## src/rtl/timer8_pkg.sv

```systemverilog
package timer8_pkg;

  typedef enum logic [1:0] {
    OVF_AT_MAX    = 2'd0,
    OVF_AT_TOP    = 2'd1,
    OVF_AT_BOTTOM = 2'd2
  } ovf_sel_e;

  typedef struct packed {
    logic     top_from_a;
    logic     dual_slope;
    logic     buffered;
    logic     load_at_top;
    ovf_sel_e ovf_sel;
  } mode_cfg_t;

  function automatic mode_cfg_t decode_mode(input logic [2:0] code);
    mode_cfg_t c;
    c.top_from_a  = 1'b0;
    c.dual_slope  = 1'b0;
    c.buffered    = 1'b0;
    c.load_at_top = 1'b0;
    c.ovf_sel     = OVF_AT_MAX;
    case (code)
      3'd1, 3'd5: begin
        c.dual_slope  = 1'b1;
        c.buffered    = 1'b1;
        c.load_at_top = 1'b1;
        c.ovf_sel     = OVF_AT_BOTTOM;
        c.top_from_a  = code[2];
      end
      3'd2: begin
        c.top_from_a = 1'b1;
      end
      3'd3, 3'd7: begin
        c.buffered   = 1'b1;
        c.ovf_sel    = OVF_AT_TOP;
        c.top_from_a = code[2];
      end
      default: begin
      end
    endcase
    return c;
  endfunction

endpackage

```

## src/rtl/timer8_mode_decode.sv

```systemverilog
module timer8_mode_decode
  import timer8_pkg::*;
(
  input  logic [2:0] mode,
  output mode_cfg_t  cfg
);

  always_comb begin
    cfg = decode_mode(mode);
  end

endmodule

```

## src/rtl/timer8_counter.sv

```systemverilog
module timer8_counter #(
  parameter int CNT_W = 8
) (
  input  logic             clk,
  input  logic             rst_n,
  input  logic             tick,
  input  logic             dual_slope,
  input  logic [CNT_W-1:0] top_val,
  output logic [CNT_W-1:0] cnt,
  output logic             dir_down,
  output logic             at_top,
  output logic             at_bottom
);

  localparam logic [CNT_W-1:0] ZERO = '0;
  localparam logic [CNT_W-1:0] ONE  = CNT_W'(1);

  logic [CNT_W-1:0] cnt_q, cnt_d;
  logic             dir_q, dir_d;

  always_comb begin
    cnt_d = cnt_q;
    dir_d = dual_slope ? dir_q : 1'b0;
    if (tick) begin
      if (!dual_slope) begin
        cnt_d = (cnt_q == top_val) ? ZERO : cnt_q + ONE;
      end else if (!dir_q) begin
        if (cnt_q == top_val) begin
          if (top_val == ZERO) begin
            cnt_d = ZERO;
          end else begin
            cnt_d = cnt_q - ONE;
            dir_d = 1'b1;
          end
        end else begin
          cnt_d = cnt_q + ONE;
        end
      end else begin
        if (cnt_q == ZERO) begin
          cnt_d = ONE;
          dir_d = 1'b0;
        end else begin
          cnt_d = cnt_q - ONE;
        end
      end
    end
  end

  always_ff @(posedge clk or negedge rst_n) begin
    if (!rst_n) begin
      cnt_q <= ZERO;
      dir_q <= 1'b0;
    end else begin
      cnt_q <= cnt_d;
      dir_q <= dir_d;
    end
  end

  assign cnt       = cnt_q;
  assign dir_down  = dir_q;
  assign at_top    = tick && (cnt_q == top_val);
  assign at_bottom = tick && (cnt_q == ZERO);

endmodule

```

## src/rtl/timer8_cmp_chan.sv

```systemverilog
module timer8_cmp_chan #(
  parameter int CNT_W = 8
) (
  input  logic             clk,
  input  logic             rst_n,
  input  logic             wr,
  input  logic [CNT_W-1:0] wdata,
  input  logic             buffered,
  input  logic             load_now,
  output logic [CNT_W-1:0] active
);

  logic [CNT_W-1:0] shadow_q, shadow_d;
  logic [CNT_W-1:0] active_q, active_d;

  always_comb begin
    shadow_d = wr ? wdata : shadow_q;
    active_d = active_q;
    if (!buffered) begin
      if (wr) active_d = wdata;
    end else if (load_now) begin
      active_d = shadow_q;
    end
  end

  always_ff @(posedge clk or negedge rst_n) begin
    if (!rst_n) begin
      shadow_q <= '0;
      active_q <= '0;
    end else begin
      shadow_q <= shadow_d;
      active_q <= active_d;
    end
  end

  assign active = active_q;

endmodule

```

## src/rtl/pwm_timer8.sv

```systemverilog
module pwm_timer8
  import timer8_pkg::*;
#(
  parameter int CNT_W = 8
) (
  input  logic             clk,
  input  logic             rst_n,
  input  logic             tick,
  input  logic [2:0]       mode,
  input  logic             wr_a,
  input  logic [CNT_W-1:0] wdata_a,
  input  logic             wr_b,
  input  logic [CNT_W-1:0] wdata_b,
  output logic [CNT_W-1:0] count,
  output logic             count_down,
  output logic             top_stb,
  output logic             bottom_stb,
  output logic             match_a,
  output logic             match_b,
  output logic             ovf_stb
);

  localparam int               N_CH    = 2;
  localparam int               SYNC_N  = 2;
  localparam logic [CNT_W-1:0] CNT_MAX = {CNT_W{1'b1}};

  logic [SYNC_N-1:0] rst_pipe_q;
  logic              rst_sync_n;

  always_ff @(posedge clk or negedge rst_n) begin
    if (!rst_n) rst_pipe_q <= '0;
    else        rst_pipe_q <= {rst_pipe_q[SYNC_N-2:0], 1'b1};
  end
  assign rst_sync_n = rst_pipe_q[SYNC_N-1];

  mode_cfg_t        cfg;
  logic [CNT_W-1:0] top_val;
  logic             at_top, at_bottom, load_now;
  logic [CNT_W-1:0] cnt;
  logic             wr_ch    [N_CH];
  logic [CNT_W-1:0] wdata_ch [N_CH];
  logic [CNT_W-1:0] active_ch[N_CH];
  logic             match_ch [N_CH];

  timer8_mode_decode u_decode (
    .mode (mode),
    .cfg  (cfg)
  );

  assign top_val  = cfg.top_from_a ? active_ch[0] : CNT_MAX;
  assign load_now = cfg.buffered && (cfg.load_at_top ? at_top : at_bottom);

  timer8_counter #(.CNT_W(CNT_W)) u_counter (
    .clk        (clk),
    .rst_n      (rst_sync_n),
    .tick       (tick),
    .dual_slope (cfg.dual_slope),
    .top_val    (top_val),
    .cnt        (cnt),
    .dir_down   (count_down),
    .at_top     (at_top),
    .at_bottom  (at_bottom)
  );

  assign wr_ch[0]    = wr_a;
  assign wr_ch[1]    = wr_b;
  assign wdata_ch[0] = wdata_a;
  assign wdata_ch[1] = wdata_b;

  for (genvar ch = 0; ch < N_CH; ch++) begin : g_chan
    timer8_cmp_chan #(.CNT_W(CNT_W)) u_chan (
      .clk      (clk),
      .rst_n    (rst_sync_n),
      .wr       (wr_ch[ch]),
      .wdata    (wdata_ch[ch]),
      .buffered (cfg.buffered),
      .load_now (load_now),
      .active   (active_ch[ch])
    );
    assign match_ch[ch] = tick && (cnt == active_ch[ch]);
  end

  always_comb begin
    case (cfg.ovf_sel)
      OVF_AT_TOP:    ovf_stb = at_top;
      OVF_AT_BOTTOM: ovf_stb = at_bottom;
      default:       ovf_stb = tick && (cnt == CNT_MAX);
    endcase
  end

  assign count      = cnt;
  assign top_stb    = at_top;
  assign bottom_stb = at_bottom;
  assign match_a    = match_ch[0];
  assign match_b    = match_ch[1];

endmodule

```

## config.mk

```make
export PLATFORM = sky130hd
export DESIGN_NAME = pwm_timer8
export DESIGN_NICKNAME = d
export VERILOG_FILES = /design/src/rtl/timer8_pkg.sv /design/src/rtl/timer8_mode_decode.sv /design/src/rtl/timer8_counter.sv /design/src/rtl/timer8_cmp_chan.sv /design/src/rtl/pwm_timer8.sv
export SDC_FILE = /design/constraint.sdc
export NUM_CORES = 1
export LEC_CHECK = 0
export BUFFER_PORTS_ARGS = -buffer_cell sky130_fd_sc_hd__clkbuf_2
export CAP_MARGIN = 20
export CORE_MARGIN = 8
export CORE_UTILIZATION = 56
export CTS_CLUSTER_SIZE = 20
export DETAILED_ROUTE_END_ITERATION = 8
export PLACE_DENSITY = 0.79
export SYNTH_ARGS = -nofsm -noshare
export SYNTH_HDL_FRONTEND = slang
export SYNTH_SLANG_ARGS = --single-unit
```

## constraint.sdc

```tcl
create_clock -name clk -period 3.4 [get_ports clk]
set_input_delay 0.17 -clock clk [delete_from_list [all_inputs] [get_ports clk]]
set_output_delay 0.17 -clock clk [all_outputs]
set_load 0.1 [all_outputs]
```

# Word level (Yosys, flattened, before mapping)
# Index checks and enable logic that the tools add are counted.
[word_totals] regBits=43 word_cells=62 output_inout_bits=14
[op_classes] muxes=26 reduce_logical=15 n_addsub=2 eq_ne=12
[ops] operator="2-to-1 mux 8 bit" n=13
[ops] operator="== test 8 bit" n=3
[ops] operator="zero test 8 bit" n=2
[ops] operator="2-to-1 mux 1 bit" n=10
[ops] operator="adder 8 x 1 -> 8 bit, second input constant" n=1
[ops] operator="== test 8 bit, second input constant" n=1
[ops] operator="subtractor 8 x 1 -> 8 bit, second input constant" n=1
[ops] operator="== test 3 x 2 -> 1 bit, second input constant" n=2
[ops] operator="== test 3 bit, second input constant" n=2
[ops] operator="logical AND 1 bit" n=6
[ops] operator="case mux 1 bit (2 select lines)" n=2
[ops] operator="case mux 2 bit (2 select lines)" n=1
[ops] operator="AND reduction 2 bit" n=2
[ops] operator="nonzero test 2 bit" n=2
[ops] operator="OR reduction 2 bit" n=2
[ops] operator="OR reduction 4 bit" n=1
[ops] operator="== test 3 x 1 -> 1 bit, second input constant" n=1
[ops] operator="== test 2 x 1 -> 1 bit, second input constant" n=1
[ops] operator="== test 2 bit, second input constant" n=1
[ops] operator="inequality test 2 bit, second input constant" n=1

# Logic depth before layout (Yosys ltp)
# Gate-level depths: netlist of run 1.
[logic_depth] ltp_word=10 depth_mapped=10 mapped_depth_nobuf=8

# Hierarchy
# From an unflattened synthesis of run 1, not the netlist that was laid out.
[hier_totals] cells_unflattened=270 area_unflattened_um2=2944.1
[by_module_without_submodules] mod="timer8_cmp_chan" instances=2 seq_area_each_um2=400.4 cells_each=52 area_per_inst_um2=779.5
[by_module_without_submodules] mod="timer8_counter" instances=1 seq_area_each_um2=225.2 cells_each=112 area_per_inst_um2=950.9
[by_module_without_submodules] mod="pwm_timer8" instances=1 seq_area_each_um2=50.0 cells_each=46 area_per_inst_um2=382.9
[by_module_without_submodules] mod="timer8_mode_decode" instances=1 seq_area_each_um2=0.0 cells_each=8 area_per_inst_um2=51.3

# Worst setup path after synthesis of run 1
# OpenSTA, ideal clock, no wires.
[synth_path] path_kind="reg2out" startpoint="reg u_counter.cnt_q[3] (netlist: u_counter.cnt[3])" endpoint="out match_b" path_buffers=1 slack_ns=-1.177 arrival_time_ns=4.407 stages_incl_launch_ff=5 cell_sequence="dfrtp_1 -> clkbuf_1 -> xnor2_1 -> nand4_1 -> nor4_1"
[synth_via] elab_chain_cells=2
[synth_lines] item="start, declared" line_no="timer8_counter.sv:18" text="logic [CNT_W-1:0] cnt_q, cnt_d;"
[synth_lines] item="start signal, assigned" line_no="timer8_counter.sv:54" text="cnt_q <= cnt_d;"
[synth_lines] item="== test 8 bit" line_no="pwm_timer8.sv:80" text="assign match_ch[ch] = tick && (cnt == active_ch[ch]);"
[synth_lines] item="logical AND 1 bit" line_no="pwm_timer8.sv:80"
[synth_lines] item="end, declared" line_no="pwm_timer8.sv:19" text="output logic match_b,"
# No other way between the ends.

# Worst setup path after layout of run 1
[layout_path] startpoint="reg u_counter.cnt_q[4] (netlist: u_counter.cnt[4])" endpoint="out ovf_stb"
[layout_via] elab_chain_cells=3 word_cells_on_any_way=7
[layout_lines] item="== test 8 bit (tied with other cells)" line_no="pwm_timer8.sv:87" text="default: ovf_stb = tick && (cnt == CNT_MAX);"
[layout_lines] item="logical AND 1 bit, on equally long branches" line_no="pwm_timer8.sv:87, timer8_counter.sv:61, timer8_counter.sv:62"
[layout_lines] item="case mux 1 bit (2 select lines) *" line_no="pwm_timer8.sv:84" text="case (cfg.ovf_sel)"
[layout_lines] item="end, declared" line_no="pwm_timer8.sv:20" text="output logic ovf_stb"
# Every way passes the cells marked *; elsewhere a longest branch is shown, timed or not.

==> summary.txt, run 1 <==
Status
  – Outcome: finished clean

Die
  – Die Ht: 86.41 um
  – Die width: approximately 86 um
  – Initial Util: 0.5839
  – # rows: 25
  – Core region area: approximately 0.0048 mm^2
  – Total die area: around 0.0075 mm^2
  – Top-Level Pins: 38

Timing
  – Hold Vio Cnt, Final: 0
  – Sum Neg Setup Slack: 0 ns
  – RSZ-0062 raised after global routing: no
  – Tmin final: roughly 3.0 ns
  – Max Clk Rate: ~0.33 GHz
  – # setup viols final: 0
  – Final Max Tran Viols: 0
  – Final worst-path cycle share: 0.8821
  – Worst slew pin tran: between 0.6 and 0.7 ns
  – Setup Skew: 0.009953 ns
  – Slew HR: 0.5920

Synth
  – Seq/Total Area, Yosys: 0.3876
  – Area leader, netlist: dfrtp_1
  – Main synth FF type: dfrtp_1
  – #FFs+latches synth: 43
  – Post-Syn Area: 0.002776 mm^2
  – Mapped Cells: around 310
  – Library cells used by synthesis: 44
  – Post-synth top cells: dfrtp_1, nand2_1, inv_1, o21ai_0
  – Yosys warnings: 0
  – Most frequent cell after synthesis: dfrtp_1
  – Fraction of registers with async set/reset: 1.000
  – Syn avg cell area: 8.842 um^2
  – Yosys top cell area share: 0.3876
  – Number of synthesized flops with an enable pin: 0
  – Post-Syn Nets: about 340
  – Synth top area cells: dfrtp_1, a41oi_1, o21a_1

Placement
  – DP HPWL: roughly 4800 um
  – PortBufs: 37
  – Post-DP Area: between 0.003 and 0.004 mm^2
  – Placer congestion estimate: slightly above 0.9

Final layout
  – Area Growth Syn to Fin: 13.16%
  – Final Instance Area: between 0.003 and 0.004 mm^2
  – Fin nets: 370
  – Layout cells sized above 1: 0.1831
  – N_diodes: 0

Routing
  – Vias per inst: 5.910
  – DRC: 0
  – Antenna viol nets, final: 0
  – Wire per inst: around 17 um
  – DRT iter0 DRCs: 260
  – Drt first pass iters: 4
  – Vias: between 2k and 2.5k
  – Final WL: between 6000 and 7000 um

Power
  – Combinational power share: 0.410
  – Sw frac: 0.4588
  – Peak supply drop: between 0.0003 and 0.0004 V
  – Clock power share: 0.206
  – Sw Pwr: between 0.9 and 1 mW
  – Leak pwr: ~1.4 nW
  – PwrDens: ~630 mW/mm^2
  – Cell Int Power: around 1.1 mW
  – Power share of the sequential group: 0.384

Global routing
  – First-pass GRT wire length: 11650 um
  – Grt ovf: 0
  – Total GRT Usage: 0.1919
  – Initial antenna violation count: 0
  – Vias in the first global route: roughly 2.4k
  – Largest net degree at the start of global routing: 42

Clocking
  – Post-CTS sizing: 0
  – Clk sinks: between 40 and 50
  – Total CTS buffers: 5
  – Max Buffers Root-to-Sink: 2
  – CTS tree: done
  – Clk pin slew, worst setup/hold paths: 0.09 ns
  – Clock latency on the worst-skew pair: about 0.30 ns
  – Htree depth: 2
  – Post-CTS Setup Inserts: 0
  – Hold buffer count at CTS: 1
  – Clock root buffer: clkbuf_8

Job
  – Max-cap violation count: 0

Critical path
  – Critical path cell sequence: xor2_1 > a2111oi_4 > a21oi_2 > nor2_1 > mux2i_1 > a211oi_4 > clkbuf_2
  – CP Launch Type: flop
  – Required @ worst endpoint: 3.23 ns
  – Crit path DAT: about 2.8 ns
  – Delay of the slowest critical-path stage: 0.55 ns
  – CP max stage cell: dfrtp_1
  – Worst Setup Path Type: reg2out
  – Critical Path Sink Type: output pin
  – CP Max Fanout: 11

Min path
  – Hold crit path type: in2reg
[metrics by stage]
step | hold slack [ns] | cells | total power [mW] | util | setup slack (ns)
3_5_place_dp | -0.04117 | 402 | 1.570 | 0.6350 | 0.7974
2_1_floorplan | -0.1256 | 314 | 1.397 | - | -0.03521
4_1_cts | 0.08350 | 411 | 1.978 | 0.6608 | 0.4223
6_report | 0.08469 | 411 | 1.979 | 0.6608 | 0.4010
3_3_place_gp | -0.04281 | 402 | 1.552 | 0.6350 | 0.8673
5_1_grt | 0.1010 | 411 | 2.075 | 0.6608 | 0.3349
[final cells by class]
type / count / area, um^2
fill: 416 / 1613
multi-input combinational: 224 / 1535
clock buffer: 5 / 68.82
clock inverter: 3 / 43.79
timing repair buffer: 44 / 240.2
inverter: 25 / 93.84
sequential: 43 / 1076
tap: 67 / 83.83
[registers in the layout (all words and copies together), names as in the netlist]
register                flops
g_chan.u_chan.active       16
g_chan.u_chan.shadow_q     16
u_counter.cnt               8
rst_pipe_q                  2
u_counter.dir_down          1
[cells in the final DEF (no fill, tap or decap), drive strengths merged, types with 4 or more instances in the layout]
master,n
a21oi,11
nand3,7
dfrtp,43
a221oi,6
nand2,30
nor2,8
or3,8
and2,5
o21a,18
and3,11
a41oi,16
xor2,4
nor4,5
nor2b,9
a31oi,9
buf,6
inv,25
a211oi,11
nand2b,10
xnor2,11
o21ai,18
clkbuf,42
[routing by layer]
layer	global-route usage	routed length, um	vias to the layer above
met5	0	0	-
met4	0.06103	87	0
met3	0.04064	419	8
met2	0.3069	3361	73
met1	0.2513	3121	1157
li1	-	-	1191
[power by group through the flow]
stage | Clock, mW | Combinational (mW) | Sequential, mW
floorplan | 0 | 0.477 | 0.920
CTS | 0.412 | 0.809 | 0.756
detailed placement | 0 | 0.802 | 0.767
global route | 0.428 | 0.873 | 0.774
global placement | 0 | 0.793 | 0.759
finish | 0.408 | 0.811 | 0.760
[logic make-up after synthesis]
kind of cell | share of synthesized area
xor+xnor | 0.04732
buf+inv | 0.07030
other cells | 0.001351
simple gates | 0.2105
compound gates | 0.2659
fa+ha+maj | 0.01352
mux | 0.003605
flops | 0.3876
[critical path, delay by kind of cell, from the launching register on]
family	cells	cell delay, ns
buffers and inverters	1	0.49
and+or+nand+nor	1	0.19
xor gates and xnor gates	1	0.25
AOI/OAI and AO/OA	3	0.90
DFF	1	0.55
muxes	1	0.14
[final timing paths]
kind                                                end  depth (start not counted)  slack, ns              from
max in group asynchronous  g_chan[1].u_chan.shadow_q[5]                          1       2.73     rst_pipe_q[1]
min in group asynchronous                 rst_pipe_q[1]                          2       0.18             rst_n
min reg2reg                  g_chan[0].u_chan.active[7]                          1       0.31     rst_pipe_q[1]
min                        g_chan[0].u_chan.shadow_q[2]                          3       0.08        wdata_a[2]
max                                             ovf_stb                          7       0.40  u_counter.cnt[4]
max reg2reg                  g_chan[0].u_chan.active[7]                          7       0.76  u_counter.cnt[4]
Power figures use the tool's default switching activity.
==> run 2, diff against run 1 <==
--- a/config.mk
+++ b/config.mk
@@ -8,10 +8,10 @@
 export BUFFER_PORTS_ARGS = -buffer_cell sky130_fd_sc_hd__clkbuf_2
 export CAP_MARGIN = 20
 export CORE_MARGIN = 8
-export CORE_UTILIZATION = 56
+export CORE_UTILIZATION = 52
 export CTS_CLUSTER_SIZE = 20
 export DETAILED_ROUTE_END_ITERATION = 8
-export PLACE_DENSITY = 0.79
+export PLACE_DENSITY = 0.77
 export SYNTH_ARGS = -nofsm -noshare
 export SYNTH_HDL_FRONTEND = slang
 export SYNTH_SLANG_ARGS = --single-unit
==> constraint.sdc (replaced) <==
create_clock -name clk -period 2.4 [get_ports clk]
set_input_delay 0.24 -clock clk [delete_from_list [all_inputs] [get_ports clk]]
set_output_delay 0.24 -clock clk [all_outputs]
set_load 0.1 [all_outputs]
==> run 2 against run 1 <==
Effect of this change: the flow now finishes with violations (negative setup slack); hold slack got worse by 0.054 ns; combinational power up 66%; die area up 6.3%; clock power up 12%; cell count up 4.6%; first-iteration DRC count down 50%; clock skew rose by 0.0021 ns; sequential share of layout area fell by 2.3 points; power grew 44%; sequential power grew 37%; critical path type unchanged; critical endpoint unchanged; highest routed layer unchanged.
==> summary.txt, run 2 (same netlist as run 1, synthesis figures left out) <==
Timing
  – RSZ-0062 raised after global routing: yes
  – Hold Vio Cnt, Final: 0 (unchanged)
  – Final worst-path cycle share: 1.010
  – Final Max Tran Viols: 0 (unchanged)
  – Worst slew pin tran: 0.5461 ns (-0.06028 ns)
  – Max Clk Rate: between 0.4 and 0.5 GHz
  – PnR worst setup slack: -0.02346 ns (-0.4245 ns)
  – Tmin final: 2.423 ns
  – # setup viols final: 1 (+1)
  – Setup Skew: 0.01207 ns (+0.002112 ns)
  – Slew HR: 0.6375 (+0.04546)
  – Sum Neg Setup Slack: -0.02346 ns (-0.02346 ns)

Critical path
  – Crit path DAT: 2.18 ns (-0.65 ns)
  – Worst Setup Path Type: reg2out
  – Critical Path Sink Type: output pin
  – Required @ worst endpoint: 2.16 ns (-1.07 ns)
  – CP Max Fanout: 5 (-6)
  – CP Launch Type: flop

Power
  – Leak pwr: 1.446 nW (+6.1%)
  – Peak supply drop: 0.0005022 V (+42%)
  – PwrDens: 831.3 mW/mm^2 (+32%)

Global routing
  – Initial antenna violation count: 0 (unchanged)
  – Grt ovf: 0 (unchanged)
  – Largest net degree at the start of global routing: 35 (-17%)
  – Total GRT Usage: 0.1953 (+0.003382)
  – Vias in the first global route: 2530 (+4.2%)
  – First-pass GRT wire length: 12130 um (+4.1%)

Placement
  – DP HPWL: 5032 um (+3.9%)
  – PortBufs: 37 (unchanged)
  – Post-DP Area: 0.003233 mm^2 (+7.1%)
  – Inst Count DP: 417 (+3.7%)
  – Placer congestion estimate: 0.8568 (-5.3%)

Final layout
  – Final Instance Area: 0.003430 mm^2 (+9.2%)
  – Layout cells sized above 1: 0.2778 (+0.09464)
  – Most common cell after layout, fill and taps aside: dfrtp_1
  – Fin nets: 387 (+4.6%)
  – Commonest cells after routing, fill and taps aside: dfrtp_1, clkbuf_2, nand2_1, inv_1, buf_4
  – Area Growth Syn to Fin: 23.52%
  – Fin cells: 430 (+4.6%)
  – N_diodes: 0 (unchanged)

Clocking
  – Htree depth: 2 (unchanged)
  – Max Buffers Root-to-Sink: 2 (unchanged)
  – CTS tree: done
  – Clock root buffer: clkbuf_8
  – Clk pin slew, worst setup/hold paths: 0.09 ns (about the same)
  – Clk sinks: 43 (unchanged)
  – Clock latency on the worst-skew pair: 0.31 ns (about the same)
  – Total CTS buffers: 5 (unchanged)

Routing
  – Final WL: 7244 um (+3.6%)
  – DRC: 0 (unchanged)
  – Vias: 2586 (+6.5%)
  – Drt first pass iters: 5 (+1)
  – Vias per inst: 6.014 (+1.8%)
  – DRT iter0 DRCs: 131 (-50%)
  – Antenna viol nets, final: 0 (unchanged)
  – Wire per inst: 16.85 um (-0.93%)

Job
  – Max-cap violation count: 0 (unchanged)

Die
  – Die Ht: 89.07 um (+3.1%)
  – Total die area: 0.007933 mm^2 (+6.3%)
  – Die width: 89.07 um (+3.1%)
  – Initial Util: 0.5402 (-0.04378)
  – Top-Level Pins: 38 (unchanged)
  – # rows: 26 (+4.0%)
  – Core region area: 0.005140 mm^2 (+8.1%)

Status
  – Failing checks: negative setup slack
  – Outcome: finished with violations

Min path
  – Hold crit path type: reg2async
==> run 2: cell types whose count changed in the layout (fill, tap and decap cells not counted), moves of 4 or more <==
cell | before | now
buf_4 | 6 | 22
dfrtp_1 | 43 | 35
buf_12 | 0 | 6
clkbuf_2 | 37 | 32
dfrtp_2 | 0 | 4
dfrtp_4 | 0 | 4
==> run 2: routing by layer <==
metal  track usage  routed length (um)
met3       0.04412                 424
met5             0                   0
met1        0.2468                3225
met2        0.3187                3514
met4       0.06949                  80
==> run 2: path summary, 6_finish.rpt <==
kind,start,to,slack (ns),cells past startpoint
worst max-delay path,u_counter.cnt[0],ovf_stb,-0.02,7
worst min-delay path,rst_pipe_q[1],g_chan[1].u_chan.shadow_q[7],0.03,0
worst max register to register,u_counter.cnt[0],u_counter.cnt[5],0.13,9
worst min register to register,rst_pipe_q[1],g_chan[1].u_chan.shadow_q[7],0.03,0
max in group asynchronous,rst_pipe_q[1],u_counter.cnt[5],1.85,1
min in group clk,wdata_a[1],g_chan[0].u_chan.shadow_q[1],0.16,3
==> run 2: metrics by stage <==
step	total power, mW	hold WS [ns]	worst slack (ns)	utilization
final	2.851	0.03075	-0.02346	0.6672
after global routing	3.016	0.04270	-0.09274	0.6672
after CTS	2.828	0.03341	-0.09842	0.6575
after detailed placement	2.332	0.02655	-0.06744	0.6290
after global placement	2.302	0.02375	-0.01006	0.6290
after floorplan	2.036	-0.05559	-0.4650	-
==> run 2: power breakdown <==
group	internal (mW)	total [mW]	switching, mW
Sequential	0.874	1.04	0.169
Combinational	0.449	1.35	0.903
Clock	0.200	0.456	0.256
Total	1.52	2.85	1.33
==> run 2: critical path: stages, from the launching register on <==
cell and delay [ns]:
dfrtp_4 0.52, xor2_2 0.17, a2111oi_4 0.34, a21oi_2 0.13, nor2_2 0.14, mux2i_2 0.11
a211oi_4 0.26, buf_12 0.21
==> run 2: what timing repair did <==
action                                 CTS  global route
buffers inserted                         2             3
hold buffers                             1             0
gates cloned                             0             0
gates resized for setup                  6             7
setup endpoints to repair               23             4
pin swaps                                6             5
endpoints found under the hold margin    2             0
==> run 2: layout make-up <==
cell class                 count  area, um^2
multi-input combinational    224        1617
sequential                    43        1096
clock inverter                 1       7.507
inverter                      25       93.84
fill                         431        1710
tap                           70       87.58
timing repair buffer          61       455.4
clock buffer                   6       72.57
==> run 3, diff against run 2 <==
--- a/config.mk
+++ b/config.mk
@@ -7,11 +7,13 @@
 export LEC_CHECK = 0
 export BUFFER_PORTS_ARGS = -buffer_cell sky130_fd_sc_hd__clkbuf_2
 export CAP_MARGIN = 20
+export CELL_PAD_IN_SITES_DETAIL_PLACEMENT = 1
+export CELL_PAD_IN_SITES_GLOBAL_PLACEMENT = 1
 export CORE_MARGIN = 8
-export CORE_UTILIZATION = 52
+export CORE_UTILIZATION = 39
 export CTS_CLUSTER_SIZE = 20
 export DETAILED_ROUTE_END_ITERATION = 8
-export PLACE_DENSITY = 0.77
+export PLACE_DENSITY = 0.76
 export SYNTH_ARGS = -nofsm -noshare
 export SYNTH_HDL_FRONTEND = slang
 export SYNTH_SLANG_ARGS = --single-unit
==> constraint.sdc (replaced) <==
create_clock -name clk -period 2.2 [get_ports clk]
set_input_delay 0.22 -clock clk [delete_from_list [all_inputs] [get_ports clk]]
set_output_delay 0.22 -clock clk [all_outputs]
set_load 0.1 [all_outputs]
==> run 3 against run 2 <==
Effect of this change: the run still ends with negative setup slack left; global-route usage decreased by 0.16 points; combinational power increased by 28%; first-iteration DRC count decreased by 9.2%.
==> summary.txt, run 3 (same netlist as run 1, synthesis figures left out) <==
Status
  – Outcome: finished with violations
  – Failing checks: negative setup slack

Routing
  – Drt first pass iters: 4 (-1)
  – DRC: 0 (unchanged)
  – DRT iter0 DRCs: 119 (-9.2%)
  – Antenna viol nets, final: 0 (unchanged)
  – Met2 wire length: 4869 um (+39%)
  – Vias per inst: 5.752 (-4.4%)
  – Wire per inst: 20.30 um (+21%)
  – M1 wire length: 4156 um (+29%)
  – Final WL: 9582 um (+32%)
  – Vias: 2715 (+5.0%)
  – DR WL met3: 353 um (-17%)
  – Top sig layer: met4

Final layout
  – Commonest cells after routing, fill and taps aside: buf_4, dfrtp_1, clkbuf_2, nand2_1, inv_1
  – Layout cells sized above 1: 0.3644 (+0.08658)
  – Area Growth Syn to Fin: 35.20%
  – Final core occ: 0.5495 (-0.1178)
  – Fill cells: 781 (+81%)
  – Most common cell after layout, fill and taps aside: buf_4
  – Area of the multi-input gates: 0.001777 mm^2 (+9.9%)
  – Fin nets: 402 (+3.9%)
  – Fin cells: 472 (+9.8%)
  – N_diodes: 0 (unchanged)
  – Sequential cell area: 0.001099 mm^2 (+0.23%)

Clocking
  – CTS tree: done
  – Clock latency on the worst-skew pair: 0.30 ns (about the same)
  – Max Buffers Root-to-Sink: 2 (unchanged)
  – Htree depth: 2 (unchanged)
  – Total CTS buffers: 5 (unchanged)
  – Clk pin slew, worst setup/hold paths: 0.09 ns (about the same)
  – Clk sinks: 43 (unchanged)
  – Clock root buffer: clkbuf_8

Timing
  – Max Clk Rate: 0.4017 GHz
  – Hold Vio Cnt, Final: 0 (unchanged)
  – Setup Skew: 0.008439 ns (-0.003626 ns)
  – Sum Neg Setup Slack: -3.910 ns (-3.886 ns)
  – Final worst-path cycle share: 1.131
  – RSZ-0062 raised after global routing: yes
  – PnR worst setup slack: -0.2893 ns (-0.2658 ns)
  – Final Max Tran Viols: 0 (unchanged)
  – Worst slew pin tran: 0.6445 ns (+0.09836 ns)
  – Hold WS: 0.1365 ns (+0.1058 ns)
  – Tmin final: about 2.5 ns
  – Slew HR: 0.5704 (-0.06712)
  – # setup viols final: 26 (+25)

Critical path
  – Required @ worst endpoint: 1.98 ns (-0.18 ns)
  – RR Startpoint: u_counter.cnt[0]
  – Setup crit end: ovf_stb
  – CP Launch Type: flop
  – Reg-to-reg slack, setup: -0.23 ns (-0.36 ns)
  – Setup crit start: u_counter.cnt[6]
  – Crit path DAT: 2.27 ns (+0.09 ns)
  – CP Max Fanout: 8 (+3)
  – Worst Setup Path Type: reg2out
  – FF-to-FF End: u_counter.cnt[1]
  – R2R depth: 10 (+1)
  – Critical Path Sink Type: output pin

Global routing
  – Largest net degree at the start of global routing: 32 (-8.6%)
  – Total GRT Usage: 0.1938 (-0.001569)
  – Grt ovf: 0 (unchanged)
  – Vias in the first global route: 2938 (+16%)
  – Initial antenna violation count: 0 (unchanged)
  – First-pass GRT wire length: 15530 um (+28%)

Placement
  – PortBufs: 37 (unchanged)
  – Setup WS pre-CTS: -0.2868 ns (-0.2194 ns)
  – Inst Count DP: 450 (+7.9%)
  – DP HPWL: 6442 um (+28%)
  – Placer congestion estimate: 0.8876 (+3.6%)

Die
  – Die width: 100.4 um (+13%)
  – Die Ht: 100.4 um (+13%)
  – # rows: 30 (+15%)
  – Initial Util: 0.4064 (-0.1338)
  – Total die area: 0.01008 mm^2 (+27%)
  – Core region area: 0.006832 mm^2 (+33%)
  – Top-Level Pins: 38 (unchanged)

Power
  – Leak pwr: 1.557 nW (+7.7%)
  – PwrDens: 902.9 mW/mm^2 (+8.6%)
  – Peak supply drop: 0.0005405 V (+7.6%)

Job
  – Max-cap violation count: 0 (unchanged)

Min path
  – Hold crit path type: in2reg
run 3: changes by cell type in the layout (fill, tap and decap cells not counted), sizes merged:
cell	previous run	this run
clkinv	0	1
buf	28	43
run 3: what timing repair did:
item / in CTS / in global routing
endpoints found under the hold margin: 2 / 0
setup endpoints to repair: 27 / 26
pin swaps: 9 / 5
hold buffers: 1 / 0
resized for setup: 25 / 6
buffers inserted: 9 / 5
run 3: final cells by class:
cell class,count,area share
tap,96,0.03200
multi-input combinational,224,0.4733
clock inverter,2,0.003333
timing repair buffer,76,0.1543
inverter,25,0.02500
clock buffer,6,0.01933
sequential,43,0.2927
run 3: critical path: stages (launching register included):
cell and delay [ns]:
dfrtp_2 0.44, buf_4 0.21, nand3_1 0.11, nor3_2 0.23, buf_4 0.20, a21oi_2 0.05
nor2_2 0.12, mux2i_1 0.12, a211oi_4 0.28, buf_12 0.21
run 3: where the power goes:
part | internal (mW) | total, mW | switching [mW] | leakage [nW]
clock | 0.223 | 0.516 | 0.294 | 0.0412
sequential | 0.953 | 1.15 | 0.193 | 0.520
combinational | 0.602 | 1.73 | 1.12 | 0.996
total | 1.78 | 3.39 | 1.61 | 1.56
run 3: how the worst min path moves through the flow:
| stage | end | slack [ns] | cells past startpoint | from |
|---|---|---|---|---|
| floorplan | rst_pipe_q[0] | -0.08 | 0 | rst_n |
| CTS | g_chan[0].u_chan.shadow_q[3] | 0.14 | 3 | wdata_a[3] |
| detailed placement | rst_pipe_q[0] | 0.008 | 1 | rst_n |
| finish | g_chan[1].u_chan.shadow_q[6] | 0.14 | 3 | wdata_b[6] |
| global route | g_chan[1].u_chan.shadow_q[6] | 0.15 | 3 | wdata_b[6] |
| global placement | rst_pipe_q[0] | 0.007 | 1 | rst_n |
run 3: layer usage:
metal  GRT usage  vias to the layer above
li1            -                     1252
met1      0.2359                     1378
met2      0.3287                       71
met3     0.03599                       14
met4     0.07558                        0
met5           0                        -
run 3: through the flow:
stage | instance area [um^2] | power, mW
3_5_place_dp | 3400 | 2.667
6_report | 3754 | 3.389
4_1_cts | 3687 | 3.305
5_1_grt | 3754 | 3.543
2_1_floorplan | 2933 | 2.236
3_3_place_gp | 3400 | 2.620
